**src/rtl/ebc_pkg.sv**
```systemverilog
// Shared types for the external bus cycle sequencer.
// Assumes: recovery never exceeds two clocks, so a 2-bit count suffices.
package ebc_pkg;

    typedef enum logic [2:0] {
        ST_IDLE,
        ST_ALE,
        ST_DLY,
        ST_CMD,
        ST_REC
    } ebc_state_e;

    localparam int REC_W = 2;

    // Recovery clocks after a transfer, from bus mode and trailing-wait select.
    function automatic logic [REC_W-1:0] rec_len(input logic mux, input logic trail);
        logic [REC_W-1:0] n;
        n = REC_W'(0);
        if (mux)
            n = n + REC_W'(1);
        if (trail)
            n = n + REC_W'(1);
        return n;
    endfunction

endpackage

```
**src/rtl/ebc_rdy_sync.sv**
```systemverilog
// READY input conditioning. A chain of STAGES flops samples rdy_n_i.
// Synchronous mode uses the first stage only; asynchronous mode uses the
// last stage. Assumes STAGES >= 2. All stages reset to "not ready".
module ebc_rdy_sync #(
    parameter int STAGES = 2
) (
    input  logic clk,
    input  logic rst_n,
    input  logic rdy_n_i,
    input  logic async_i,
    output logic rdy_n_o
);

    logic [STAGES-1:0] chain_q;

    // First stage: capture the raw pin.
    always_ff @(posedge clk) begin
        if (!rst_n)
            chain_q[0] <= 1'b1;
        else
            chain_q[0] <= rdy_n_i;
    end

    genvar gi;
    generate
        for (gi = 1; gi < STAGES; gi++) begin : g_stage
            // Later stages: shift the sample along the chain.
            always_ff @(posedge clk) begin
                if (!rst_n)
                    chain_q[gi] <= 1'b1;
                else
                    chain_q[gi] <= chain_q[gi-1];
            end
        end
    endgenerate

    assign rdy_n_o = async_i ? chain_q[STAGES-1] : chain_q[0];

endmodule

```
**src/rtl/ebc_dncnt.sv**
```systemverilog
// Loadable down counter. Load has priority over decrement, and the count
// never wraps below zero. Assumes the caller decrements only when nonzero.
module ebc_dncnt #(
    parameter int W = 4
) (
    input  logic         clk,
    input  logic         rst_n,
    input  logic         load_i,
    input  logic [W-1:0] val_i,
    input  logic         dec_i,
    output logic [W-1:0] cnt_o,
    output logic         zero_o
);

    logic [W-1:0] cnt_q;

    // Count register: load, or step down toward zero.
    always_ff @(posedge clk) begin
        if (!rst_n)
            cnt_q <= '0;
        else if (load_i)
            cnt_q <= val_i;
        else if (dec_i && (cnt_q != '0))
            cnt_q <= cnt_q - W'(1);
    end

    assign cnt_o  = cnt_q;
    assign zero_o = (cnt_q == '0);

endmodule

```
**src/rtl/ebc_req_hold.sv**
```systemverilog
// Single-slot holder for a request pulse that cannot start at once.
// take_i marks the clock in which the sequencer starts a transfer; the
// held request is consumed first, otherwise the live pulse is.
// Assumes at most one request beyond the one being started.
module ebc_req_hold (
    input  logic clk,
    input  logic rst_n,
    input  logic req_i,
    input  logic wr_i,
    input  logic take_i,
    output logic avail_o,
    output logic start_wr_o
);

    logic pend_q;
    logic pend_wr_q;
    logic store;

    // Keep the live pulse unless it is the one being started right now.
    assign store = req_i && !(take_i && !pend_q);

    // Slot register: fill on a stored pulse, empty when consumed.
    always_ff @(posedge clk) begin
        if (!rst_n) begin
            pend_q    <= 1'b0;
            pend_wr_q <= 1'b0;
        end else begin
            pend_q <= store || (pend_q && !take_i);
            if (store)
                pend_wr_q <= wr_i;
        end
    end

    assign avail_o    = pend_q || req_i;
    assign start_wr_o = pend_q ? pend_wr_q : wr_i;

endmodule

```
**src/rtl/ebus_cycle_seq.sv**
```systemverilog
// External bus cycle sequencer: strobe, optional command delay, fixed wait
// states, READY-stretched command, then a mode-dependent recovery gap.
// Assumes configuration inputs are stable from request to end of recovery
// and that requests arrive as one-clock pulses.
module ebus_cycle_seq
    import ebc_pkg::*;
#(
    parameter int WS_W        = 4,
    parameter int TIMEOUT_CYC = 255,
    parameter int SYNC_STAGES = 2
) (
    input  logic            clk,
    input  logic            rst_n,
    input  logic            req_i,
    input  logic            wr_i,
    input  logic [WS_W-1:0] cfg_ws_i,
    input  logic            cfg_cmd_dly_i,
    input  logic            cfg_async_i,
    input  logic            cfg_mux_i,
    input  logic            cfg_trail_i,
    input  logic            rdy_n_i,
    output logic            ale_o,
    output logic            rd_n_o,
    output logic            wr_n_o,
    output logic            done_o,
    output logic            tmo_err_o,
    output logic            clkout_en_o
);

    localparam int TMO_W = $clog2(TIMEOUT_CYC + 1);

    ebc_state_e       state_q, state_d;
    logic             cur_wr_q;
    logic [TMO_W-1:0] tcnt_q;
    logic             rdy_use;
    logic             start_avail, start_wr, go_start;
    logic             ws_zero;
    logic [WS_W-1:0]  ws_cnt;
    logic [REC_W-1:0] rec_cnt, rec_n;
    logic             rec_zero, rec_last;
    logic             sample, tmo_hit, term;

    ebc_rdy_sync #(.STAGES(SYNC_STAGES)) u_sync (
        .clk     (clk),
        .rst_n   (rst_n),
        .rdy_n_i (rdy_n_i),
        .async_i (cfg_async_i),
        .rdy_n_o (rdy_use)
    );

    ebc_req_hold u_hold (
        .clk        (clk),
        .rst_n      (rst_n),
        .req_i      (req_i),
        .wr_i       (wr_i),
        .take_i     (go_start),
        .avail_o    (start_avail),
        .start_wr_o (start_wr)
    );

    ebc_dncnt #(.W(WS_W)) u_ws (
        .clk    (clk),
        .rst_n  (rst_n),
        .load_i ((state_q == ST_ALE) || (state_q == ST_DLY)),
        .val_i  (cfg_ws_i),
        .dec_i  ((state_q == ST_CMD) && !ws_zero),
        .cnt_o  (ws_cnt),
        .zero_o (ws_zero)
    );

    ebc_dncnt #(.W(REC_W)) u_rec (
        .clk    (clk),
        .rst_n  (rst_n),
        .load_i (term),
        .val_i  (rec_n),
        .dec_i  (state_q == ST_REC),
        .cnt_o  (rec_cnt),
        .zero_o (rec_zero)
    );

    assign rec_n    = rec_len(cfg_mux_i, cfg_trail_i);
    assign rec_last = (rec_cnt == REC_W'(1)) && !rec_zero;
    assign sample   = (state_q == ST_CMD) && ws_zero;
    assign tmo_hit  = (tcnt_q == TMO_W'(TIMEOUT_CYC));
    assign term     = sample && (!rdy_use || tmo_hit);

    // Next-state selection for the transfer sequence.
    always_comb begin
        state_d = state_q;
        unique case (state_q)
            ST_IDLE: if (start_avail) state_d = ST_ALE;
            ST_ALE:  state_d = cfg_cmd_dly_i ? ST_DLY : ST_CMD;
            ST_DLY:  state_d = ST_CMD;
            ST_CMD:
                if (term) begin
                    if (rec_n != REC_W'(0))
                        state_d = ST_REC;
                    else
                        state_d = start_avail ? ST_ALE : ST_IDLE;
                end
            ST_REC:
                if (rec_last)
                    state_d = start_avail ? ST_ALE : ST_IDLE;
            default: state_d = ST_IDLE;
        endcase
    end

    assign go_start = (state_d == ST_ALE);

    // State register.
    always_ff @(posedge clk) begin
        if (!rst_n)
            state_q <= ST_IDLE;
        else
            state_q <= state_d;
    end

    // Direction of the transfer being started.
    always_ff @(posedge clk) begin
        if (!rst_n)
            cur_wr_q <= 1'b0;
        else if (go_start)
            cur_wr_q <= start_wr;
    end

    // READY wait-state count for the timeout.
    always_ff @(posedge clk) begin
        if (!rst_n)
            tcnt_q <= '0;
        else if (state_q == ST_ALE)
            tcnt_q <= '0;
        else if (sample && !term)
            tcnt_q <= tcnt_q + TMO_W'(1);
    end

    assign ale_o       = (state_q == ST_ALE);
    assign rd_n_o      = !((state_q == ST_CMD) && !cur_wr_q);
    assign wr_n_o      = !((state_q == ST_CMD) && cur_wr_q);
    assign done_o      = term;
    assign tmo_err_o   = term && rdy_use;
    assign clkout_en_o = !cfg_async_i || (state_q != ST_IDLE);

endmodule

```
**config.mk**
```make
export PLATFORM = sky130hd
export DESIGN_NAME = ebus_cycle_seq
export DESIGN_NICKNAME = d
export VERILOG_FILES = /design/src/rtl/ebc_pkg.sv /design/src/rtl/ebc_rdy_sync.sv /design/src/rtl/ebc_dncnt.sv /design/src/rtl/ebc_req_hold.sv /design/src/rtl/ebus_cycle_seq.sv
export SDC_FILE = /design/constraint.sdc
export NUM_CORES = 1
export LEC_CHECK = 0
export BUFFER_PORTS_ARGS = -buffer_cell sky130_fd_sc_hd__buf_2
export CELL_PAD_IN_SITES_DETAIL_PLACEMENT = 1
export CELL_PAD_IN_SITES_GLOBAL_PLACEMENT = 1
export CORE_MARGIN = 5
export CORE_UTILIZATION = 38
export DETAILED_ROUTE_END_ITERATION = 8
export GPL_TIMING_DRIVEN = 0
export PLACE_DENSITY = 0.8
export SYNTH_ARGS = -nofsm -noshare
export SYNTH_HDL_FRONTEND = slang
export SYNTH_SLANG_ARGS = --single-unit
```
**constraint.sdc**
```tcl
create_clock -name clk -period 1.5 [get_ports clk]
set_input_delay 0.15 -clock clk [delete_from_list [all_inputs] [get_ports clk]]
set_output_delay 0.15 -clock clk [all_outputs]
set_load 0.02 [all_outputs]
```
== Yosys cells after proc, flatten, opt, wreduce, memory -nomap -nowiden ==
Cells that the tools add are included.
Widths: inputs -> output; s select.
Storage, ports and cells
  bits in writable memories: 0
  bits in latches: 0
  output and inout bits: 6
  flip-flop bits (word level): 22
  memories: 0
  bits in read-only memories: 0
Operators by class
  divide/modulo/power cells: 0
  bitwise logic cells: 1
  magnitude comparators: 0
  eq/ne operators: 7
  $add $sub $neg: 4
  shift-type cells: 0
  $mul: 0
  reductions and logical operators: 39
  muxes and demuxes: 15
Operators with widths (count)
  $pmux 3 s5: 1
  $logic_and 1x1->1: 13
  $mux 3: 4
  $logic_not 1->1: 11
  $add 8x1->8 const B: 1
  $eq 8x8->1 const B: 1
  $mux 4: 2
  $reduce_bool 2->1: 4
  $eq 3x1->1 const B: 2
  $eq 3x2->1 const B: 2
  $mux 2: 3
  $logic_or 1x1->1: 5
  $mux 1: 5
  $logic_not 4->1: 1
  $reduce_bool 4->1: 1
  $sub 4x1->4 const B: 1
  $eq 3x3->1 const B: 1
  $logic_not 3->1: 1
  $reduce_bool 3->1: 1
  $add 2x1->2 const B: 1
  $eq 2x1->1 const B: 1
  $logic_not 2->1: 1
  $reduce_or 2->1: 1
  $sub 2x1->2 const B: 1
  $not 1->1: 1

== Depth between registers and ports, before layout ==
Gate-level depths: netlist of the first run.
  depth after elaboration: 12
  mapped depth: 7

== By module ==
A second synthesis of the first run with hierarchy kept.
Unflattened totals
  cell total of the unflattened synthesis: 153
  area, all modules: 1338.8 µm²
Modules (own cells, without submodules)
  ebus_cycle_seq: area each 793.3 µm², cells an instance 92, instances 1
  ebc_dncnt at u_ws: area each 256.5 µm², cells an instance 31, instances 1
  ebc_dncnt at u_rec: area each 122.6 µm², cells an instance 14, instances 1
  ebc_req_hold: area each 98.8 µm², cells an instance 11, instances 1
  ebc_rdy_sync: area each 67.6 µm², cells an instance 5, instances 1

== Worst setup path after synthesis of the first run ==
No wires, ideal clock.
  kind: register to register
  from: reg u_ws.cnt_q[0] (netlist: u_ws.cnt_o[0])
  to: reg cur_wr_q
  slack: -0.119 ns
  cell stages (with the launch flop): 8
  library setup time: 0.072 ns
  arrival time: 1.547 ns
  buffers on the path: 0
  required time: 1.428 ns
  cell sequence: dfxtp_1 > inv_1 > ha_1 > nor3b_2 > and2b_4 > a311oi_4 > or3_1 > a21oi_1
On the way
  word-level cells in the longest chain between the ends: 6
Ends and longest elaborated chain
  start: declaration: RTL line ebc_dncnt.sv:15  | logic [W-1:0] cnt_q;
  start signal: assignment: RTL line ebc_dncnt.sv:22  | cnt_q <= val_i;
  start signal: assignment: RTL line ebc_dncnt.sv:24  | cnt_q <= cnt_q - W'(1);
  $logic_not 4->1: RTL line ebc_dncnt.sv:28  | assign zero_o = (cnt_q == '0);
  $logic_and 1x1->1: RTL line ebus_cycle_seq.sv:83  | assign sample = (state_q == ST_CMD) && ws_zero;
  $logic_and 1x1->1: RTL line ebus_cycle_seq.sv:85  | assign term = sample && (!rdy_use || tmo_hit);
  $mux 3: RTL line ebus_cycle_seq.sv:95  | if (term) begin
  $pmux 3 s5: RTL line ebus_cycle_seq.sv:90  | unique case (state_q)
  $eq 3x1->1: RTL line ebus_cycle_seq.sv:108  | assign go_start = (state_d == ST_ALE);
  end signal: assignment: RTL line ebus_cycle_seq.sv:123  | cur_wr_q <= start_wr;
  end: declaration: RTL line ebus_cycle_seq.sv:33  | logic cur_wr_q;
Every way passes these cells.
A chain may end at the register's enable or synchronous reset.

== Final worst setup path of the first run ==
  from: reg u_rec.cnt_q[1] (netlist: u_rec.cnt_o[1])
  to: reg u_hold.pend_wr_q
On the way
  word-level cells in the longest chain between the ends: 9
  elaborated cells on any way between the ends: 10
  those cells by class: eq/ne (2); mux (2); reduce/logical (6)
Ends and longest elaborated chain
  start: declaration: RTL line ebc_dncnt.sv:15
  start signal: assignment: RTL line ebc_dncnt.sv:22
  start signal: assignment: RTL line ebc_dncnt.sv:24
  $logic_not 2->1: RTL line ebc_dncnt.sv:28
  $logic_not 1->1: RTL line ebus_cycle_seq.sv:82  | assign rec_last = (rec_cnt == REC_W'(1)) && !rec_zero;
  $logic_and 1x1->1 (*): RTL line ebus_cycle_seq.sv:82
  $mux 3 (*): RTL line ebus_cycle_seq.sv:102  | if (rec_last)
  $pmux 3 s5 (*): RTL line ebus_cycle_seq.sv:90
  $eq 3x1->1 (*): RTL line ebus_cycle_seq.sv:108
  $logic_and 1x1->1 (*): RTL line ebc_req_hold.sv:20  | assign store = req_i && !(take_i && !pend_q);
  $logic_not 1->1 (*): RTL line ebc_req_hold.sv:20
  $logic_and 1x1->1 (*): RTL line ebc_req_hold.sv:20
  end signal: assignment: RTL line ebc_req_hold.sv:30  | pend_wr_q <= wr_i;
  end: declaration: RTL line ebc_req_hold.sv:16  | logic pend_wr_q;
Every way passes the cells marked *; elsewhere a longest branch is shown, timed or not.

==> metrics, run 1 <==
final instance area=1879 um2; most frequent CP cell=o31ai_2; Tot Pwr=0.001906 W; post-layout min period=1.874 ns; LEAKAGE=0.7305 nW; max-slew violations=0; Area after DPL=1429 um2; Critical Path RT=1.76 ns; Die ar.=4544 um2; synth unique cells=38; Detailed Route Iter0 Violations=61; # nets final=205; GP Congestion=0.7629; H-tree depth=1; capturing point of the worst reg2reg path=u_hold.pend_wr_q$_SDFFE_PN0P_; crit path kind=reg -> reg; Clock Skew=0.009296 ns; Num CTS Buffers=3; Hold EP=u_sync.chain_q[0]$_SDFF_PN1_; Max transition margin=54.96%; Clock Tree Buf Depth=2; P&R area growth vs syn=50.05%; n_diodes=0; global-route wire length before repair=6113 um; fin worst setup slack=-0.3745 ns; die extent in y=67.41 um; pwr/cell area=1014 nW/um2; startpoint of the worst hold path=rst_n; Final ANT Viol Nets=0; clock sinks=22; failing checks=negative setup slack; maximum vdd drop=0.5953 mV; initial antenna violation count=0; RSZ-0062 raised after global routing=yes; total number of vias=1,259; Max Fanout on Critical Path=3; Most used DFF post-synth=dfxtp_1; FF-to-FF setup slack=-0.37 ns; outcome=finished, violations left; share of cells above drive strength 1=50.54%; Row Count=20; Yosys reg bits=22; HPWL after DPL=2402 um; vias in the first global route=1,272; Netlist Area Pre-Place=1252 um2; Critical Path End Type=flop; launching point of the worst reg2reg path=u_rec.cnt_o[1]$_SDFFE_PN0P_; Post-synth EDFFs=0; Syn Inst Count=140; final setup violation count=25; Area contributors post-synth=dfxtp_1 (35%), ha_1 (7.0%), nor2_1 (5.4%); I/O Pins=19; Detailed Route WL=4683 um; async set-reset flop share out of synthesis=0%; Port-buffer cells=18; worst path cell trace=inv_2 > ha_4 > or3b_1 > a21oi_2 > o31ai_2 > o31ai_2 > mux2i_1; MaxCap Viol Count=0; startpoint types=flop; Worst Hold Class=in -> reg; Final Hold Violating Endpoints=0; Critical-path top delay cell=or3b_1; Total GRT Usage=18.25%; commonest non-fill, non-tap cells in the layout=nor2_1 (16), buf_4 (16), dfxtp_1 (14), buf_2 (13), buf_6 (12); Vias per Instance=5.522; syn nets=160; CTS tree=done; FF-to-FF path depth=7; Worst-Skew Late Latency=0.32 ns; hold path cells=2; CTS clk-pin slew, worst paths=0.14 ns; core area=3103 um2; largest net degree at the start of global routing=14; Mean Syn Cell Area=8.946 um2; post-DR wirelength/cell=20.54 um; GRT overflow=0; Seq/Total Area, Yosys=35.16%; Post-route DRC=0; root buffer cell=clkbuf_4; synthesis warning total=0; worst-margin pin slew=0.6711 ns; Tcrit/Tclk final=125.0%; effective utilization at floorplan=40.36%; crit-path max cell delay=0.38 ns; top-area cell type share of the netlist area=35.16%; CP Data Arrival Time=2.13 ns; DR pass1 iterations=4; cell taking the most area after synthesis=dfxtp_1; Die Wd=67.41 um; fmax=0.5335 GHz
where the power goes:
part	total [W]	switching (W)	internal, W
Sequential	0.000701	0.0000628	0.000638
Clock	0.000475	0.000205	0.000270
Combinational	0.000729	0.000380	0.000350
Total	0.00191	0.000647	0.00126
worst max-delay path, delay by kind of cell, from the launching register on:
family,cells,cell delay [ns]
adders and majority gates,1,0.16
muxes,1,0.25
AOI/OAI and AO/OA,3,0.60
and+or+nand+nor,1,0.38
buffers and inverters,1,0.07
DFF,1,0.35
Yosys cell counts (3+ instances only):
cell type	number
a211oi_1	5
a21oi_1	6
and2_1	3
dfxtp_1	22
ha_1	7
inv_1	9
mux2i_1	6
nand2_1	14
nand2b_1	4
nor2_1	18
nor4_1	3
o21ai_0	3
xnor2_1	7
xor2_1	5
worst max path at each step:
stage,start,to,slack (ns),cells past startpoint
floorplan,u_rec.cnt_o[1]$_SDFFE_PN0P_,u_hold.pend_wr_q$_SDFFE_PN0P_,-0.04,7
global placement,u_ws.cnt_o[0]$_SDFFE_PN0P_,tcnt_q[5]$_SDFFE_PP0P_,-0.21,7
detailed placement,u_ws.cnt_o[0]$_SDFFE_PN0P_,tcnt_q[3]$_SDFFE_PP0P_,-0.30,7
CTS,u_ws.cnt_o[0]$_SDFFE_PN0P_,cur_wr_q$_SDFFE_PN0N_,-0.27,8
global route,u_ws.cnt_o[0]$_SDFFE_PN0P_,cur_wr_q$_SDFFE_PN0N_,-0.48,7
finish,u_rec.cnt_o[1]$_SDFFE_PN0P_,u_hold.pend_wr_q$_SDFFE_PN0P_,-0.37,7
state kept, by name, indices dropped and copies added, names as in the netlist:
name / cells
cur_wr_q: 1
state_q: 3
tcnt_q: 8
u_hold.pend_q: 1
u_hold.pend_wr_q: 1
u_rec.cnt_o: 2
u_sync.chain_q: 2
u_ws.cnt_o: 4
through the flow:
stage               util [%]  hold WS (ns)  setup slack (ns)   TNS, ns  cells
floorplan                  -        0.2230          -0.03987  -0.06402    140
global placement       46.05        0.3332           -0.2147    -1.862    202
detailed placement     46.05        0.3487           -0.3027    -2.846    202
CTS                    53.91      0.004076           -0.2725    -2.623    214
global route           60.56       0.06709           -0.4800    -6.660    228
finish                 60.56       0.07997           -0.3745    -4.613    228
final cells by class:
type	count	area [um2]
flip-flops and latches	22	455.4
clock buffers	3	22.52
clock inverters	1	30.03
multi-input cells	106	943.4
repair buffers	40	307.8
plain buffers	2	22.52
fillers	355	1224
well taps	44	55.05
inverters	10	42.54
kinds of logic (layout without fill, tap and decap cells):
family	after synthesis	after routing	synth area share, %
and+or+nand+nor	56	56	23.78
buffers and inverters	12	56	4.495
adders and majority gates	7	7	6.993
xor gates and xnor gates	12	12	8.392
DFF	22	22	35.16
AOI/OAI and AO/OA	25	25	16.38
muxes	6	6	4.795
per-layer routing:
| metal | track usage (%) | vias to the layer above | routed length (um) |
|---|---|---|---|
| li1 | - | 575 | - |
| met1 | 19.17 | 621 | 1965 |
| met3 | 4.493 | 19 | 225 |
| met2 | 34.85 | 44 | 2321 |
| met5 | 0 | - | 0 |
| met4 | 6.329 | 0 | 170 |
repair_timing:
item                       CTS  global route
hold buffers                 0             1
hold endpoints to repair     0             1
resized for setup           36            27
setup endpoints to repair   24            26
buffers inserted             8            14
pin swaps                   11             6
(Power assumes the default switching activity.)
==> inputs of run 2 (changes only) <==
--- a/config.mk
+++ b/config.mk
@@ -6,10 +6,11 @@
 export NUM_CORES = 1
 export LEC_CHECK = 0
 export BUFFER_PORTS_ARGS = -buffer_cell sky130_fd_sc_hd__buf_2
-export CELL_PAD_IN_SITES_DETAIL_PLACEMENT = 1
+export CELL_PAD_IN_SITES_DETAIL_PLACEMENT = 0
 export CELL_PAD_IN_SITES_GLOBAL_PLACEMENT = 1
 export CORE_MARGIN = 5
 export CORE_UTILIZATION = 38
+export CTS_CLUSTER_DIAMETER = 50
 export DETAILED_ROUTE_END_ITERATION = 8
 export GPL_TIMING_DRIVEN = 0
 export PLACE_DENSITY = 0.8
==> run 2 against run 1 <==
The flow still finishes with violations (negative setup slack). Critical path depth is the same. Sequential power down 1%. Design area fell by 5.4%. Total power is 14% lower. Combinational power fell by 7.1%. Non-clock buffer count shrank 8. Count of clock-buffer cells in the layout is the same. Clock power decreased by 44%. Routed wire length shrank 32%. Global-route usage down 4.6 points. Via count is 11% lower. Largest cell class unchanged.
==> metrics, run 2 (synthesis gave the netlist of run 1 again) <==
outcome=finished, violations left (unchanged); failing checks=negative setup slack (unchanged); MaxCap Viol Count=0 (unchanged); Tcrit/Tclk final=118.4% (was 125.0%); H-tree depth=1 (unchanged); total number of vias=1,121 (was 1,259); global-route wire length before repair=4719 um (was 6113 um); fin worst setup slack=-0.2757 ns (was -0.3745 ns); clock sinks=22 (unchanged); Total GRT Usage=13.64% (was 18.25%); post-placement cell count=202 (unchanged); Final ANT Viol Nets=0 (unchanged); root buffer cell=clkbuf_4 (unchanged); initial antenna violation count=0 (unchanged); Clock Skew=0.01332 ns (was 0.009296 ns); pwr/cell area=919.9 nW/um2 (was 1014 nW/um2); Port-buffer cells=18 (unchanged); pre-CTS WS=-0.2531 ns (was -0.3027 ns); Row Count=20 (unchanged); Detailed Route Iter0 Violations=20 (was 61); Vias per Instance=5.119 (was 5.522); max-slew violations=0 (unchanged); crit path kind=reg -> reg (unchanged); final setup violation count=22 (was 25); RSZ-0062 raised after global routing=yes (unchanged); final core area utilization=57.30% (was 60.56%); max FFs per register=8 (unchanged); core area=3103 um2 (unchanged); FF-to-FF setup slack=-0.28 ns (was -0.37 ns); DR pass1 iterations=4 (unchanged); Clock Tree Buf Depth=2 (unchanged); commonest non-fill, non-tap cells in the layout=dfxtp_1 (15), buf_2 (15), nor2_1 (13), buf_4 (11), nand2_1 (9) (was nor2_1 (16), buf_4 (16), dfxtp_1 (14), buf_2 (13), buf_6 (12)); Die ar.=4544 um2 (unchanged); cts hold-fix bufs=0 (unchanged); I/O Pins=19 (unchanged); Max transition margin=57.17% (was 54.96%); Int Power=0.001060 W (was 0.001259 W); GP Congestion=0.7629 (unchanged); Post-route DRC=0 (unchanged); CP Data Arrival Time=1.97 ns (was 2.13 ns); Num CTS Buffers=3 (unchanged); Max Fanout on Critical Path=5 (was 3); Critical Path End Type=flop (unchanged); Worst-Skew Late Latency=0.31 ns (was 0.32 ns); worst-margin pin slew=0.6382 ns (was 0.6711 ns); Post-Layout Cell Count=219 (was 228); Biggest register=tcnt_q (unchanged); vias in the first global route=1,026 (was 1,272); LEAKAGE=0.6659 nW (was 0.7305 nW); fmax=0.5631 GHz (was 0.5335 GHz); GRT overflow=0 (unchanged); effective utilization at floorplan=40.36% (unchanged); CTS clk-pin slew, worst paths=0.12 ns (was 0.14 ns); combinational power share=41.4% (was 38.3%); Worst Hold Class=in -> reg (unchanged); Critical Path RT=1.69 ns (was 1.76 ns); post-DR wirelength/cell=14.47 um (was 20.54 um); P&R area growth vs syn=41.96% (was 50.05%); die extent in y=67.41 um (unchanged); CTS tree=done (unchanged); Seq pwr share=42.2% (was 36.8%); post-layout min period=1.776 ns (was 1.874 ns); startpoint types=flop (unchanged); share of cells above drive strength 1=46.86% (was 50.54%); Detailed Route WL=3169 um (was 4683 um); Die Wd=67.41 um (unchanged); Final Hold Violating Endpoints=0 (unchanged); net switching power=0.0005754 W (was 0.0006470 W); # nets final=197 (was 205); maximum vdd drop=0.5005 mV (was 0.5953 mV); Switching Share=35.18% (was 33.95%); n_diodes=0 (unchanged); Tot Pwr=0.001636 W (was 0.001906 W); largest net degree at the start of global routing=12 (was 14); HPWL after DPL=2042 um (was 2402 um); clock power share=16.4% (was 24.9%)
[run 2: metrics by stage]
step	hold slack [ns]	area (um2)	setup TNS [ns]
2_1_floorplan	0.2230	1284	-0.06402
3_3_place_gp	0.3332	1429	-1.862
3_5_place_dp	0.3468	1429	-2.200
4_1_cts	0.02305	1551	-2.159
5_1_grt	0.008549	1778	-5.246
6_report	0.03177	1778	-3.216
[run 2: critical path, cell delays in order (launching register included)]
cell and delay, ns:
dfxtp_2 0.35, inv_2 0.08, ha_4 0.13, nor3b_4 0.25
and2b_4 0.24, a311oi_4 0.31, o31ai_2 0.15, mux2i_1 0.14
[run 2: what timing repair did]
action / in CTS / in global routing
setup endpoints to repair: 22 / 26
buffers inserted: 4 / 12
pin swaps: 6 / 10
gates resized for setup: 22 / 33
[run 2: final timing paths]
check                                     from                            end  depth (start not counted)
hold / removal                         rdy_n_i   u_sync.chain_q[0]$_SDFF_PN1_                          2
hold reg to reg   u_sync.chain_q[0]$_SDFF_PN1_   u_sync.chain_q[1]$_SDFF_PN1_                          1
setup reg to reg    u_ws.cnt_o[0]$_SDFFE_PN0P_  u_hold.pend_wr_q$_SDFFE_PN0P_                          7
setup / recovery    u_ws.cnt_o[0]$_SDFFE_PN0P_  u_hold.pend_wr_q$_SDFFE_PN0P_                          7
[run 2: cell type report]
class | instances | area [um2]
buffer | 2 | 22.52
clock buffer | 3 | 22.52
fill | 284 | 1325
inverter | 10 | 37.54
multi-input combinational | 106 | 965.9
sequential | 22 | 449.2
tap | 44 | 55.05
timing repair buffer | 32 | 225.2
[run 2: power groups by stage]
stage / sequential [W] / clock, W / combinational, W
2_1_floorplan: 0.000685 / 0 / 0.000337
3_3_place_gp: 0.000691 / 0 / 0.000424
3_5_place_dp: 0.000694 / 0 / 0.000432
4_1_cts: 0.000686 / 0.000275 / 0.000494
5_1_grt: 0.000696 / 0.000299 / 0.000741
6_report: 0.000691 / 0.000268 / 0.000677
[run 2: layer usage]
metal | up-vias | GRT usage (%) | wire length [um]
met5 | - | 0 | 0
met4 | 0 | 3.038 | 42
met3 | 4 | 4.659 | 133
met2 | 18 | 22.45 | 1622
met1 | 539 | 17.15 | 1370
li1 | 560 | - | -
